--- src/rtl/scan_compare.sv ---
module scan_compare #(
  parameter int AW         = 16,
  parameter int SECT_BYTES = 256,
  parameter int SKIP_IDX   = 255
) (
  input  logic          clk,
  input  logic          rst_n,
  input  logic          start,
  input  logic          halt,
  input  logic [1:0]    cond_code,
  input  logic [AW-1:0] arg_base,
  input  logic          byte_valid,
  input  logic [7:0]    disk_byte,
  input  logic          cyl_mismatch,
  output logic [AW-1:0] arg_addr,
  input  logic [7:0]    arg_data,
  output logic          busy,
  output logic [1:0]    result,
  output logic          res_valid,
  output logic          stop,
  output logic          found,
  output logic [15:0]   scan_err
);
  localparam int IW = $clog2(SECT_BYTES);
  localparam logic [IW-1:0] LAST = IW'(SECT_BYTES - 1);
  localparam logic [IW-1:0] SKIP = IW'(SKIP_IDX);
  localparam logic [AW-1:0] STEP = AW'(SECT_BYTES);
  localparam logic [15:0] ERR_CYL = 16'h0800;

  logic [AW-1:0] sect_base;
  logic [IW-1:0] idx;
  logic [1:0]    acc, cc_q, byte_cls, fin;
  logic          take, abort_cyl;

  assign arg_addr  = sect_base + AW'(idx);
  assign byte_cls  = (idx == SKIP)           ? 2'd0 :
                     (disk_byte < arg_data)  ? 2'd1 :
                     (disk_byte > arg_data)  ? 2'd3 : 2'd0;
  assign fin       = (acc != 2'd0) ? acc : byte_cls;
  assign take      = busy && byte_valid && !start && !halt;
  assign abort_cyl = take && (idx == '0) && cyl_mismatch;

  always_ff @(posedge clk or negedge rst_n) begin
    if (!rst_n) begin
      busy <= 1'b0; sect_base <= '0; idx <= '0; acc <= 2'd0; cc_q <= 2'd0;
      result <= 2'd0; res_valid <= 1'b0; stop <= 1'b0; found <= 1'b0;
      scan_err <= 16'h0000;
    end else begin
      res_valid <= 1'b0;
      stop      <= 1'b0;
      if (start) begin
        busy <= 1'b1; sect_base <= arg_base; idx <= '0; acc <= 2'd0;
        cc_q <= cond_code; found <= 1'b0; scan_err <= 16'h0000;
      end else if (busy && halt) begin
        busy <= 1'b0;
      end else if (abort_cyl) begin
        busy <= 1'b0;
        scan_err <= ERR_CYL;
      end else if (take) begin
        if (idx == LAST) begin
          result    <= fin;
          res_valid <= 1'b1;
          acc       <= 2'd0;
          idx       <= '0;
          sect_base <= sect_base + STEP;
          if (fin == 2'd0) found <= 1'b1;
          if (fin == cc_q) begin
            stop <= 1'b1;
            busy <= 1'b0;
          end
        end else begin
          idx <= idx + 1'b1;
          acc <= fin;
        end
      end
    end
  end

  p_stop_on_code_r7: assert property (@(posedge clk) disable iff (!rst_n)
    stop |-> (res_valid && result == cc_q && !busy));

  p_found_sticky_r6: assert property (@(posedge clk) disable iff (!rst_n)
    (found && !start) |=> found);

  p_no_code_two_r3: assert property (@(posedge clk) disable iff (!rst_n)
    res_valid |-> (result != 2'd2));

  p_err_idle_r9: assert property (@(posedge clk) disable iff (!rst_n)
    (scan_err != 16'h0000) |-> (!busy && !res_valid));

  p_ptr_step_r8: assert property (@(posedge clk) disable iff (!rst_n)
    (take && !abort_cyl && idx == LAST) |=> (arg_addr == $past(arg_addr) + 1'b1));

  p_halt_quiet_r10: assert property (@(posedge clk) disable iff (!rst_n)
    (busy && halt && !start) |=> (!busy && !res_valid));
endmodule

--- config.mk ---
export PLATFORM = sky130hd
export DESIGN_NAME = scan_compare
export DESIGN_NICKNAME = d
export VERILOG_FILES = /design/src/rtl/scan_compare.sv
export SDC_FILE = /design/constraint.sdc
export NUM_CORES = 1
export LEC_CHECK = 0
export ABC_AREA = 0
export BUFFER_PORTS_ARGS = -buffer_cell sky130_fd_sc_hd__buf_2
export CAP_MARGIN = 20
export CORE_ASPECT_RATIO = 0.6
export CORE_MARGIN = 4
export CORE_UTILIZATION = 53
export CTS_BUF_LIST = sky130_fd_sc_hd__clkbuf_8
export DETAILED_ROUTE_END_ITERATION = 8
export HOLD_SLACK_MARGIN = 0.02
export MAX_ROUTING_LAYER = met4
export PLACE_DENSITY = 0.81
export SETUP_SLACK_MARGIN = 0.02
export SLEW_MARGIN = 20
export SYNTH_ARGS = -nofsm -noshare
export SYNTH_HDL_FRONTEND = slang
export SYNTH_SLANG_ARGS = --single-unit
--- constraint.sdc ---
create_clock -name clk -period 2.22 [get_ports clk]
set_input_delay 0.111 -clock clk [delete_from_list [all_inputs] [get_ports clk]]
set_output_delay 0.111 -clock clk [all_outputs]
set_load 0.01 [all_outputs]
==> flow_summary.yaml <==
place:
  gp_congestion: 0.918
  place_area_sq_um: 2840
  portBuffers: 62
  dp_hpwl_microns: 4550
  place_ws_ns: 0.0165
route:
  drt_pass1_iterations: 4
  m1WireLength_microns: 2860
  via_count: 2190
  wirelength_microns: 6040
  ant_nets: 0
  met3_length_microns: 408
  routed.top_layer: "met4"
  detail_route.drc_violations: 0
  viasPerCell: 5.38
  wl_per_cell_microns: 14.8
  wl_met2_microns: 2730
  first_iter_violations: 120
critical_path:
  cp_slowest_cell: "dfrtp_1"
  crit_required_ns: 2.11
  cp-start-kind: "flop"
  critPathKind: "reg -> out"
  max_stage_delay_ns: 0.38
  path_cells: "ha_1 -> a21o_1 -> a21oi_1 -> a31oi_4 -> o2111ai_1 -> xnor2_1 -> buf_2"
  path_max_fanout: 5
  cp-end-kind: "primary output"
  cp.arrival_ns: 2.24
layout:
  drive_above_1_share_pct: 32.9
  fin_nets: 406
  diodes: 0
  syn2layout_area_growth_pct: 25.3
  final_area_sq_um: 3110
synth:
  synth_flop_cell: "dfrtp_1"
  synth-async-reset-ratio_pct: 100
  syn_inst: 266
  ys_seq_elements: 35
  synth_edf_count: 0
  yosys_warnings: 0
  synth.avg_cell_area_sq_um: 9.33
  ys_types: 49
  seq_area_frac_synth_pct: 35.3
  syn_area_sq_um: 2480
run:
  cap_violations: 0
power_and_ir_drop:
  powerDensity_nw_per_um2: 521
  ir_drop_mv: 0.351
  p_leak_nw: 1.54
  power_mw: 1.62
global_routing:
  grt_use_total_pct: 22.3
  antenna_found_initial: 0
  grt_max_degree: 36
  grt_pass1_wl_microns: 9660
  grt_overflow_total: 0
  first_global_vias: 2103
floorplanning:
  ios: 78
  chipHeight_microns: 61
  die_w_microns: 96.3
  fp-row-count: 18
  core-area_sq_um: 4300
  die-area_sq_um: 5880
  start_util_pct: 57.7
timing:
  max_freq_mhz: 426
  setup_tns_ns: -0.835
  final-setup-viol-count: 11
  fin_worst_skew_ns: 0.00771
  finalWorstSetupSlack_ns: -0.128
  finalHoldViolCount: 0
  slew_headroom_pct: 46.9
  period_needed_ns: 2.35
  final-max-slew-violation-count: 0
  rsz0062_at_grt: "true"
  worst_pin_slew_ns: 0.796
  period_share_pct: 106
clock_network:
  cts_buffers: 5
  cts_tree: "yes"
  worstSkewPairLatency_ns: 0.30
  cts_sinks: 35
  clk_pin_slew_worst_paths_ns: 0.07
  cts_buffer_depth: 2
  htreeDepth: 2
  cts-root-buf: "clkbuf_8"
outcome:
  violations: "negative setup slack"
  outcome: "finished, violations left"
hold_path:
  hp-class: "in -> reg"
power by group:
part	switching, mW	internal, mW	total [mW]
clock	0.251	0.364	0.615
sequential	0.0344	0.671	0.706
combinational	0.161	0.139	0.300
critical path: cells and delay by family, from the launching register on:
family | cells | cell delay, ns
AOI/OAI and AO/OA | 4 | 0.93
DFF | 1 | 0.38
adders and majority gates | 1 | 0.35
xor gates and xnor gates | 1 | 0.14
buffers and inverters | 1 | 0.14
final timing paths:
path / from / endpoint / slack (ns) / cells after the start
worst max-delay path: sect_base[3] / arg_addr[15] / -0.13 / 7
worst min-delay path: cond_code[0] / cc_q[0] / 0.03 / 3
worst max register to register: idx[0] / acc[1] / 0.14 / 9
worst min register to register: result[1] / result[1] / 0.48 / 2
max in group asynchronous: rst_n / cc_q[1] / 1.27 / 2
min in group asynchronous: rst_n / sect_base[15] / 0.44 / 2
logic make-up (layout without fill, tap and decap cells):
logic type | Yosys count | count (layout) | share of synthesized area, %
simple gates | 70 | 70 | 15.9
compound gates | 64 | 64 | 17.2
buf+inv | 46 | 113 | 9.63
flops | 35 | 35 | 35.3
xor+xnor | 21 | 21 | 7.41
fa+ha+maj | 20 | 20 | 10.4
mux | 9 | 9 | 4.03
other cells | 1 | 15 | 0.151
layer usage:
metal	up-vias	GRT usage, %
li1	1065	-
met1	1049	29.8
met4	0	5.79
met3	7	4.09
met2	69	35.2
met5	-	-
area by class of cell:
class / count / area [sq um]
flip-flops and latches: 35 / 876
inverters: 25 / 95.1
clock inverters: 2 / 35.0
well taps: 60 / 75.1
clock buffers: 6 / 82.6
repair buffers: 80 / 464
multi-input cells: 199 / 1480
fillers: 333 / 1190
synth_stat cells (all sizes together) (2+ instances only):
| library cell | count | area [sq um] |
|---|---|---|
| a211o | 2 | 17.5 |
| a21o | 4 | 30.0 |
| a21oi | 15 | 90.1 |
| a221o | 3 | 30.0 |
| a31oi | 4 | 25.0 |
| and3 | 7 | 43.8 |
| buf | 18 | 133 |
| clkbuf | 3 | 11.3 |
| dfrtp | 35 | 876 |
| ha | 19 | 238 |
| inv | 24 | 90.1 |
| mux2 | 8 | 90.1 |
| nand2 | 18 | 67.6 |
| nand3 | 3 | 15.0 |
| nand4 | 7 | 58.8 |
| nor2 | 23 | 88.8 |
| nor2b | 2 | 12.5 |
| nor3b | 2 | 15.0 |
| nor4 | 2 | 18.8 |
| nor4bb | 2 | 20.0 |
| o2111ai | 3 | 26.3 |
| o211ai | 2 | 15.0 |
| o21a | 3 | 22.5 |
| o21ai | 22 | 110 |
| xnor2 | 8 | 70.1 |
| xor2 | 13 | 114 |
through the flow:
step | instances | hold WS, ns | utilization [%]
3_5_place_dp | 390 | 0.243 | 66.1
5_1_grt | 407 | 0.0314 | 72.3
3_3_place_gp | 390 | 0.245 | 66.1
4_1_cts | 405 | 0.0264 | 71.1
2_1_floorplan | 280 | -0.185 | -
6_report | 407 | 0.0251 | 72.3
flip-flops by register name (all words and copies together), names as in the netlist:
register,cells
acc,2
busy,1
cc_q,2
found,1
idx,8
res_valid,1
result,2
scan_err,1
sect_base,16
stop,1
layout by cell type (no fill, tap or decap), types with 2 or more instances in the layout:
| master | Yosys | final |
|---|---|---|
| nor4bb_1 | 2 | 2 |
| inv_1 | 24 | 23 |
| xnor2_1 | 8 | 8 |
| o2111ai_1 | 3 | 2 |
| o211ai_1 | 2 | 2 |
| buf_6 | 1 | 3 |
| clkinv_2 | 1 | 2 |
| o21a_1 | 3 | 3 |
| a211o_1 | 2 | 2 |
| nand3_1 | 3 | 3 |
| ha_1 | 19 | 18 |
| dfrtp_1 | 35 | 35 |
| a21oi_2 | 1 | 4 |
| o21ai_1 | 4 | 7 |
| a21o_1 | 4 | 4 |
| a21oi_1 | 13 | 9 |
| nor4_2 | 1 | 2 |
| nor2_1 | 22 | 21 |
| o21ai_0 | 18 | 14 |
| mux2_2 | 8 | 8 |
| buf_2 | 1 | 62 |
| nor2_2 | 1 | 2 |
| clkbuf_8 | 0 | 6 |
| dlygate4sd3_1 | 0 | 3 |
| xor2_1 | 13 | 13 |
| nand4_1 | 6 | 6 |
| a221o_1 | 3 | 3 |
| conb_1 | 1 | 15 |
| nand2_1 | 18 | 18 |
| and3_1 | 7 | 7 |
| nor2b_1 | 2 | 2 |
| a21oi_4 | 1 | 2 |
| a31oi_1 | 4 | 3 |
| nor3b_1 | 2 | 2 |
| buf_4 | 15 | 12 |
timing repair:
action / in CTS / in global routing
gates resized for setup: 14 / 7
hold buffers: 3 / 0
hold endpoints to repair: 37 / 0
setup endpoints to repair: 9 / 11
buffers inserted: 4 / 2
pin swaps: 5 / 3
No activity file was read; power rests on OpenSTA's default activity.
